## src/rtl/xcore_irq_pkg.sv

```systemverilog
package xcore_irq_pkg;
    localparam int WORD_W   = 32;
    localparam int ACK_BIT  = 31;
    localparam int SEND_BIT = 30;
    localparam int PEND_BIT = 30;
    localparam int CORE_LSB = 16;
    localparam int CORE_W   = 14;
    localparam int MSG_W    = 16;

    typedef struct packed {
        logic [WORD_W-1:0] cmd;
        logic [WORD_W-1:0] mbox;
    } slot_regs_t;
endpackage

```

## src/rtl/xcore_irq_decode.sv

```systemverilog
module xcore_irq_decode
    import xcore_irq_pkg::*;
#(
    parameter int NUM_CORES = 1,
    parameter int ADDR_W    = 8,
    localparam int IDX_W    = ADDR_W - 3
) (
    input  logic [ADDR_W-1:2]   addr,
    input  logic                we,
    input  logic                send_bit,
    input  logic [CORE_W-1:0]   dest,
    output logic [IDX_W-1:0]    src_idx,
    output logic                src_ok,
    output logic                sel_mbox,
    output logic [NUM_CORES-1:0] cmd_wr_vec,
    output logic [NUM_CORES-1:0] send_vec
);
    logic any_cmd_wr;

    always_comb begin
        src_idx    = addr[ADDR_W-1:3];
        sel_mbox   = addr[2];
        src_ok     = int'(src_idx) < NUM_CORES;
        any_cmd_wr = we && !sel_mbox && src_ok;
    end

    for (genvar i = 0; i < NUM_CORES; i++) begin : g_hit
        assign cmd_wr_vec[i] = any_cmd_wr && (int'(src_idx) == i);
        assign send_vec[i]   = any_cmd_wr && send_bit && (int'(dest) == i);
    end
endmodule

```

## src/rtl/xcore_irq_slot.sv

```systemverilog
module xcore_irq_slot
    import xcore_irq_pkg::*;
#(
    parameter int IDX_W = 5
) (
    input  logic              clk,
    input  logic              rst_n,
    input  logic              cmd_wr,
    input  logic              send_hit,
    input  logic [WORD_W-1:0] wdata,
    input  logic [IDX_W-1:0]  src_idx,
    output logic [WORD_W-1:0] cmd_o,
    output logic [WORD_W-1:0] mbox_o,
    output logic              irq_o
);
    slot_regs_t regs_d, regs_q;
    logic [CORE_W-1:0] src_field;

    assign src_field = CORE_W'(src_idx);

    always_comb begin
        regs_d = regs_q;
        if (cmd_wr) begin
            regs_d.cmd = wdata;
        end
        if (send_hit) begin
            regs_d.mbox = {1'b0, 1'b1, src_field, wdata[MSG_W-1:0]};
        end
        if (cmd_wr && wdata[ACK_BIT]) begin
            regs_d.mbox[PEND_BIT] = 1'b0;
        end
    end

    always_ff @(posedge clk or negedge rst_n) begin
        if (!rst_n) begin
            regs_q <= '0;
        end else begin
            regs_q <= regs_d;
        end
    end

    assign cmd_o  = regs_q.cmd;
    assign mbox_o = regs_q.mbox;
    assign irq_o  = regs_q.mbox[PEND_BIT];


    cmd_store_chk: assert property (@(posedge clk) disable iff (!rst_n)
        cmd_wr |=> cmd_o == $past(wdata));


    send_fill_chk: assert property (@(posedge clk) disable iff (!rst_n)
        send_hit && !(cmd_wr && wdata[ACK_BIT]) |=>
            irq_o && mbox_o[MSG_W-1:0] == $past(wdata[MSG_W-1:0]));


    ack_wins_chk: assert property (@(posedge clk) disable iff (!rst_n)
        cmd_wr && wdata[ACK_BIT] |=> !irq_o);


    ack_keep_chk: assert property (@(posedge clk) disable iff (!rst_n)
        cmd_wr && wdata[ACK_BIT] && !send_hit |=>
            mbox_o[PEND_BIT-1:0] == $past(mbox_o[PEND_BIT-1:0]));


    mbox_hold_chk: assert property (@(posedge clk) disable iff (!rst_n)
        !send_hit && !cmd_wr |=> $stable(mbox_o));
endmodule

```

## src/rtl/xcore_irq_hub.sv

```systemverilog
module xcore_irq_hub
    import xcore_irq_pkg::*;
#(
    parameter int NUM_CORES = 1,
    parameter int ADDR_W    = 8
) (
    input  logic                 clk,
    input  logic                 rst_n,
    input  logic [ADDR_W-1:0]    bus_addr,
    input  logic                 bus_we,
    input  logic [WORD_W-1:0]    bus_wdata,
    output logic [WORD_W-1:0]    bus_rdata,
    output logic [NUM_CORES-1:0] irq_o
);
    localparam int IDX_W = ADDR_W - 3;

    logic [IDX_W-1:0]     src_idx;
    logic                 src_ok;
    logic                 sel_mbox;
    logic [NUM_CORES-1:0] cmd_wr_vec;
    logic [NUM_CORES-1:0] send_vec;
    logic [WORD_W-1:0]    cmd_arr  [NUM_CORES];
    logic [WORD_W-1:0]    mbox_arr [NUM_CORES];
    logic                 unused_lsb;

    assign unused_lsb = ^bus_addr[1:0];

    xcore_irq_decode #(
        .NUM_CORES (NUM_CORES),
        .ADDR_W    (ADDR_W)
    ) u_decode (
        .addr       (bus_addr[ADDR_W-1:2]),
        .we         (bus_we),
        .send_bit   (bus_wdata[SEND_BIT]),
        .dest       (bus_wdata[CORE_LSB +: CORE_W]),
        .src_idx    (src_idx),
        .src_ok     (src_ok),
        .sel_mbox   (sel_mbox),
        .cmd_wr_vec (cmd_wr_vec),
        .send_vec   (send_vec)
    );

    for (genvar i = 0; i < NUM_CORES; i++) begin : g_slot
        xcore_irq_slot #(
            .IDX_W (IDX_W)
        ) u_slot (
            .clk      (clk),
            .rst_n    (rst_n),
            .cmd_wr   (cmd_wr_vec[i]),
            .send_hit (send_vec[i]),
            .wdata    (bus_wdata),
            .src_idx  (src_idx),
            .cmd_o    (cmd_arr[i]),
            .mbox_o   (mbox_arr[i]),
            .irq_o    (irq_o[i])
        );
    end

    always_comb begin
        bus_rdata = '0;
        for (int i = 0; i < NUM_CORES; i++) begin
            if (src_ok && int'(src_idx) == i) begin
                bus_rdata = sel_mbox ? mbox_arr[i] : cmd_arr[i];
            end
        end
    end


    oob_read_zero_chk: assert property (@(posedge clk) disable iff (!rst_n)
        !src_ok |-> bus_rdata == '0);


    mbox_write_inert_chk: assert property (@(posedge clk) disable iff (!rst_n)
        bus_we && bus_addr[2] |=> $stable(irq_o));
endmodule

```

## config.mk

```make
export PLATFORM = sky130hd
export DESIGN_NAME = xcore_irq_hub
export DESIGN_NICKNAME = d
export VERILOG_FILES = /design/src/rtl/xcore_irq_pkg.sv /design/src/rtl/xcore_irq_decode.sv /design/src/rtl/xcore_irq_slot.sv /design/src/rtl/xcore_irq_hub.sv
export SDC_FILE = /design/constraint.sdc
export NUM_CORES = 1
export LEC_CHECK = 0
export CORE_UTILIZATION = 54
export CTS_CLUSTER_DIAMETER = 200
export DETAILED_ROUTE_END_ITERATION = 10
export HOLD_SLACK_MARGIN = 0.03
export PLACE_DENSITY_LB_ADDON = 0.3
export SYNTH_ARGS = -nofsm -noshare
export SYNTH_HDL_FRONTEND = slang
export SYNTH_HIERARCHICAL = 1
export SYNTH_SLANG_ARGS = --single-unit
```

## constraint.sdc

```tcl
create_clock -name clk -period 3.21 [get_ports clk]
set_input_delay 0.4815 -clock clk [delete_from_list [all_inputs] [get_ports clk]]
set_output_delay 0.4815 -clock clk [all_outputs]
set_load 0.01 [all_outputs]
```

; ---- Word level (Yosys, flattened, before mapping)
; Cells that the tools add are included.
[word_totals]
out_inout_bits = 33
input_bits = 43
reg_bits = 54
n_memories = 0
latchBits = 0
romBits = 0
ramBits = 0
[op_classes]
magnitude_cmp = 1
muxes = 4
bitwise_logic = 0
shifts = 0
eq_ne = 0
div_mod_pow = 0
mul = 0
addsub = 0
n_reduce_logical = 11
[op_table]
columns = cell, count
row1 = $mux 32, 2
row2 = $mux 31, 1
row3 = $logic_not 14->1, 1
row4 = $logic_and 1x1->1, 7
row5 = $logic_not 5->1, 1
row6 = $lt 5x1->1 const B, 1
row7 = $reduce_bool 2->1, 1
row8 = $logic_not 1->1, 1
row9 = $mux 1, 1

; ---- Logic depth before layout (Yosys ltp)
; Gate-level depths: netlist of run 1.
[depth]
word_depth = 7
ltp_mapped = 6

; ---- By module
; Netlist of run 1, hierarchy kept.
[modules_own_cells]
columns = mod, area_per_inst_um2, instances, cells_per_inst, seq_area_each_um2
row1 = xcore_irq_slot, 2245.9, 1, 126, 1351.3
row2 = xcore_irq_hub, 723.2, 1, 78, 0.0
row3 = xcore_irq_decode, 117.6, 1, 15, 0.0

; ---- Least setup slack after synthesis of run 1
; No wires, ideal clock.
[synth_path]
path_type = input to output
start = input port bus_addr[7]
end = output port bus_rdata[10]
required_time_ns = 2.728
setup_slack_ns = 1.009
path_buffers = 2
arrival_ns = 1.720
stages = 6
cell_sequence = nor3_1 and2_1 or4b_1 buf_2 buf_6 nor3_2
[synth_via]
elab_chain_len = 3
[synth_rtl]
columns = element, line
row1 = from (decl), xcore_irq_hub.sv:9  ; input logic [ADDR_W-1:0] bus_addr,
row2 = $lt 5x1->1, xcore_irq_decode.sv:23  ; src_ok = int'(src_idx) < NUM_CORES;
row3 = via src_ok, xcore_irq_hub.sv:18  ; logic src_ok;
row4 = $logic_and 1x1->1, xcore_irq_hub.sv:62  ; if (src_ok && int'(src_idx) == i) begin
row5 = $mux 32, xcore_irq_hub.sv:62
row6 = to (decl), xcore_irq_hub.sv:12  ; output logic [WORD_W-1:0] bus_rdata,
; The timed path passes the listed nets, and every way through them passes these cells.

; ---- Final worst setup path of run 1
[layout_path]
start = input port bus_addr[7]
end = output port bus_rdata[9]
; The elaborated chain is that of the path after synthesis.

==> results.ini, run 1 <==
[outcome]
status=finished clean

[timing]
min_period_ns=3.15
setup_ws_ns=0.0559
fmax_ghz=0.317
hold_viol_final=0
skew_ns=0
timing.hold.ws_ns=0.236
period_share=0.983
setup_viol=0
slew_headroom=0.497
tightest_slew_ns=0.755
slew_viol_final=0

[drt]
num_vias=1868
dr.pass1.iters=4
drt.antenna.violating_nets=0
wl_per_cell_um=16.7
wl_mm=6.01
drc=0
routed_via_density=5.17
first_iter_violations=63

[cells_and_area]
drive_gt1_frac=0.394
final_cell_area_sq_um=3910
regArea_sq_um=1350
multi_input_area_sq_um=1480
num_antenna_cells=0
fin_util=0.710
area_growth_pct=26.6
nets=331
fin_cells=361
n_fill_cell=416

[logic_synthesis]
netlist_area_sq_um=3090
synth-seq-cells=54
synth_seq_area_share=0.438
yosys-top-cells-area=dfrtp_1 (44%), mux2_4 (14%), mux2i_1 (10%)
synth_top_cell_area_share=0.438
synth_ff_type=dfrtp_1
yosys.area.top_type=dfrtp_1
ys_types=23
yosysWarnings=6
synthCells=219
syn_area_per_cell_sq_um=14.1
synth-edff-count=0
synthArstFlopShare=1.00

[floorplan]
die_h_um=77.6
dieArea_sq_um=6020
die_w_um=77.6
coreArea_sq_um=5510
placementRows=27
start_util=0.561
io_pins=76

[clocking]
cts_made_buffers=5
cts_root_buf=clkbuf_8
cts_hold_buffers=0
htreeDepth=2
cts.sinks=54
cts_setup_buffers=0
cts_tree=built
clkTransAtPathRegs_ns=0.10
clockBufferDepth=2
clock_latency_ns=0.30

[place]
dp.final_hpwl_mm=4.23
place_congestion=0.749
place_inst=353
portBuffers=73
dpl-instance-area_sq_um=3770
pre_cts_slack_ns=-0.207

[power_and_ir_drop]
p_leak_nw=1.80
power-per-cell-area_nw_per_um2=361
ir_worst_vdd_v=0.000229

[worst_setup_path]
r2r_start=g_slot[0].u_slot/cmd_o[14]
critical_path.max_fanout=14
critPathLaunch=bus_addr[7]
setup.worst_path.start_class=primary input
cp.required_ns=2.73
crit_path_end_kind=primary output
rr_worst_depth=1
crit_type=primary input to primary output
ff2ff_setup_slack_ns=2.42
timing.rr.end=g_slot[0].u_slot/cmd_o[14]
arrival_ns=2.67

[global_routing]
top_usage_layer=met2
met3_usage=0.0482
grt_use_met1=0.286
grt_max_degree=34
grt_pass1_wl_mm=9.92
grt_usage=0.215
grtUsageMet2=0.361
antenna_found_initial=0
globalRoute.totalOverflow=0
first_global_vias=2010

[min_path]
hold_path_class=primary input to asynchronous set/reset pin

[job]
drv_cap=0

==> how the worst max path moves through the flow <==
stage / to / cells past startpoint
after global routing: bus_rdata[3] / 7
after detailed placement: bus_rdata[15] / 7
after floorplan: bus_rdata[10] / 6
after CTS: bus_rdata[31] / 7
final: bus_rdata[9] / 7
after global placement: bus_rdata[15] / 7
==> cells in the mapped netlist, types with 2 or more instances <==
library cell	instances
mux2_2	24
buf_4	17
buf_12	3
clkbuf_1	2
dfrtp_1	54
buf_6	6
mux2_4	29
nor3_1	3
buf_2	7
nor3_2	30
mux2i_1	32
==> metrics by stage <==
stage / TNS [ns] / power, mW
after floorplan: 0 / 0.914
after global placement: -3.85 / 0.996
after detailed placement: -4.77 / 1.00
after CTS: 0 / 1.42
after global routing: -0.00245 / 1.47
final: 0 / 1.41
==> cells by family (layout without fill, tap and decap cells) <==
group                  count (synthesis)  after routing  synth area share
muxes                                 85             85             0.332
buffers and inverters                 35             96            0.0965
other                                  1             10           0.00121
AOI/OAI and AO/OA                      1              1           0.00284
and+or+nand+nor                       43             43             0.129
DFF                                   54             54             0.438
==> report_power, final <==
part / switching (mW) / internal [mW]
logic: 0.0864 / 0.142
registers: 0.0301 / 0.733
clock network: 0.220 / 0.198
total: 0.337 / 1.07
==> per-layer routing <==
layer	part of all wire	routed length, um	vias to the layer above
li1	-	-	894
met1	0.46	2750	919
met2	0.49	2940	51
met3	0.046	275	4
met4	0.0072	43	0
met5	0	0	-
==> registers in the layout, indices dropped and copies added (netlist names) <==
name                  count
g_slot.u_slot/cmd_o      32
g_slot.u_slot/mbox_o     22
==> worst max-delay path, cell delays in order <==
cell and delay, ns:
clkdlybuf4s50_1 0.44, nor3_2 0.20, and2_1 0.13, or4b_4 0.50, buf_8 0.19, nor3_2 0.17
clkdlybuf4s50_1 0.56
==> cell usage in the layout (no fill, tap or decap), types with 2 or more instances in the layout <==
cell	synthesis	final
nor3_2	30	31
dfrtp_1	54	54
buf_4	17	11
dlygate4sd2_1	0	2
mux2_2	24	24
buf_2	7	2
clkdlybuf4s50_1	0	64
clkbuf_8	0	7
nor3_1	3	2
conb_1	1	10
dlymetal6s2s_1	0	5
buf_12	3	2
mux2i_1	32	32
mux2_4	29	29
==> final cells by class <==
class	instances	area share
Multi-Input combinational cell	139	0.379
Sequential cell	54	0.346
Clock buffer	7	0.0247
Tap cell	72	0.0231
Clock inverter	1	0.00224
Timing Repair Buffer	88	0.225
==> what timing repair did <==
action,in CTS,in global routing
pin swaps,0,0
setup endpoints to repair,32,29
resized for setup,6,6
(Power assumes the default switching activity.)
==> run 2: changes to the inputs <==
Settings changed: CORE_UTILIZATION 54 to 50.
Clock period 3.21 ns to 3.19 ns, I/O delays scaled along.
==> results.ini, run 2 (synthesis gave the netlist of run 1 again) <==
[outcome]
status=finished clean

[clocking]
clkTransAtPathRegs_ns=0.10
cts_root_buf=clkbuf_8
cts.sinks=54
cts_made_buffers=5
clockBufferDepth=2
cts_setup_buffers=0
htreeDepth=2
cts_hold_buffers=0
cts_tree=built
clock_latency_ns=0.31

[place]
portBuffers=73
place_congestion=0.711
dp.final_hpwl_mm=3.93

[drt]
num_vias=1886
drt.antenna.violating_nets=0
first_iter_violations=97
drc=0
wl_mm=5.80
dr.pass1.iters=4
routed_via_density=5.22
wl_per_cell_um=16.1

[worst_setup_path]
cp.required_ns=2.71
path_cells=clkdlybuf4s50_1 > nor3_2 > and2_1 > or4b_4 > buf_6 > nor3_2 > clkdlybuf4s50_1
cp_slowest_cell=clkdlybuf4s50_1
critical_path.max_fanout=10
setup.worst_path.start_class=primary input
crit_type=primary input to primary output
arrival_ns=2.62
rr_worst_depth=1
max_stage_delay_ns=0.55
crit_path_end_kind=primary output

[global_routing]
grt_max_degree=49
antenna_found_initial=0
first_global_vias=1932
grtUsageMet2=0.312
grt_pass1_wl_mm=9.44
grt_usage=0.195
top_usage_layer=met2
grt_use_met1=0.264
globalRoute.totalOverflow=0
met3_usage=0.0409

[timing]
tns_ns=0
slew_viol_final=0
tightest_slew_ns=1.03
min_period_ns=3.10
skew_ns=0
rsz0062_at_grt=true
setup_viol=0
slew_headroom=0.310
fmax_ghz=0.322
hold_viol_final=0
period_share=0.973

[power_and_ir_drop]
ir_worst_vdd_v=0.000217
power-per-cell-area_nw_per_um2=367
p_leak_nw=2.15
p_total_mw=1.45

[cells_and_area]
largest_register_ffs=32
area_growth_pct=28.1
multi_input_area_sq_um=1480
fin_util=0.668
drive_gt1_frac=0.388
n_fill_cell=446
nets=328
layout_commonest_cell=dfrtp_1
final_cell_mix=dfrtp_1 (54), clkdlybuf4s50_1 (46), mux2i_1 (32), nor3_2 (31), mux2_4 (29)
regArea_sq_um=1350
num_antenna_cells=0

[min_path]
hold_path_class=primary input to asynchronous set/reset pin

[floorplan]
placementRows=28
start_util=0.521
die_w_um=80.6
dieArea_sq_um=6490
die_h_um=80.6
coreArea_sq_um=5920
io_pins=76

[job]
drv_cap=0

-- run 2: critical path: cells and delay by family --
| family | cells | cell delay [ns] |
|---|---|---|
| simple gates | 4 | 0.97 |
| buf+inv | 3 | 1.16 |
-- run 2: area by class of cell --
class / count / share of cell area
Multi-Input combinational cell: 139 / 0.375
Clock buffer: 5 / 0.0174
Clock inverter: 3 / 0.0111
Tap cell: 75 / 0.0237
Sequential cell: 54 / 0.342
Timing Repair Buffer: 85 / 0.231
-- run 2: per-layer routing --
metal	vias up	routed length (um)
met2	47	2820
met5	-	0
met3	5	288
met4	0	51
li1	886	-
met1	948	2630
-- run 2: power breakdown --
group | internal [mW] | switching (mW)
combinational | 0.141 | 0.0836
clock | 0.235 | 0.223
sequential | 0.738 | 0.0304
total | 1.11 | 0.338
-- run 2: timing repair --
item,4_1_cts,5_1_grt
resized for setup,4,25
pin swaps,0,0
endpoints found under the setup margin,32,26
-- run 2: worst paths after layout --
path / startpoint / slack (ns) / endpoint
worst max-delay path: bus_addr[7] / 0.09 / bus_rdata[24]
worst min-delay path: rst_n / 0.34 / g_slot[0].u_slot/mbox_o[1]
worst max register to register: g_slot[0].u_slot/cmd_o[8] / 2.40 / g_slot[0].u_slot/cmd_o[8]
worst min register to register: g_slot[0].u_slot/mbox_o[9] / 0.52 / g_slot[0].u_slot/mbox_o[9]
max in group asynchronous: rst_n / 2.14 / g_slot[0].u_slot/cmd_o[30]
min in group clk: g_slot[0].u_slot/mbox_o[9] / 0.52 / g_slot[0].u_slot/mbox_o[9]
-- run 2: through the flow --
step | setup slack (ns) | cells | hold WS, ns | instance area [sq um]
4_1_cts | 0.0159 | 361 | 0.383 | 3890
6_report | 0.0868 | 361 | 0.341 | 3950
3_5_place_dp | -0.225 | 353 | 0.496 | 3770
2_1_floorplan | 0.995 | 228 | 0.183 | 3120
5_1_grt | -0.00443 | 361 | 0.450 | 3950
3_3_place_gp | -0.187 | 353 | 0.488 | 3770
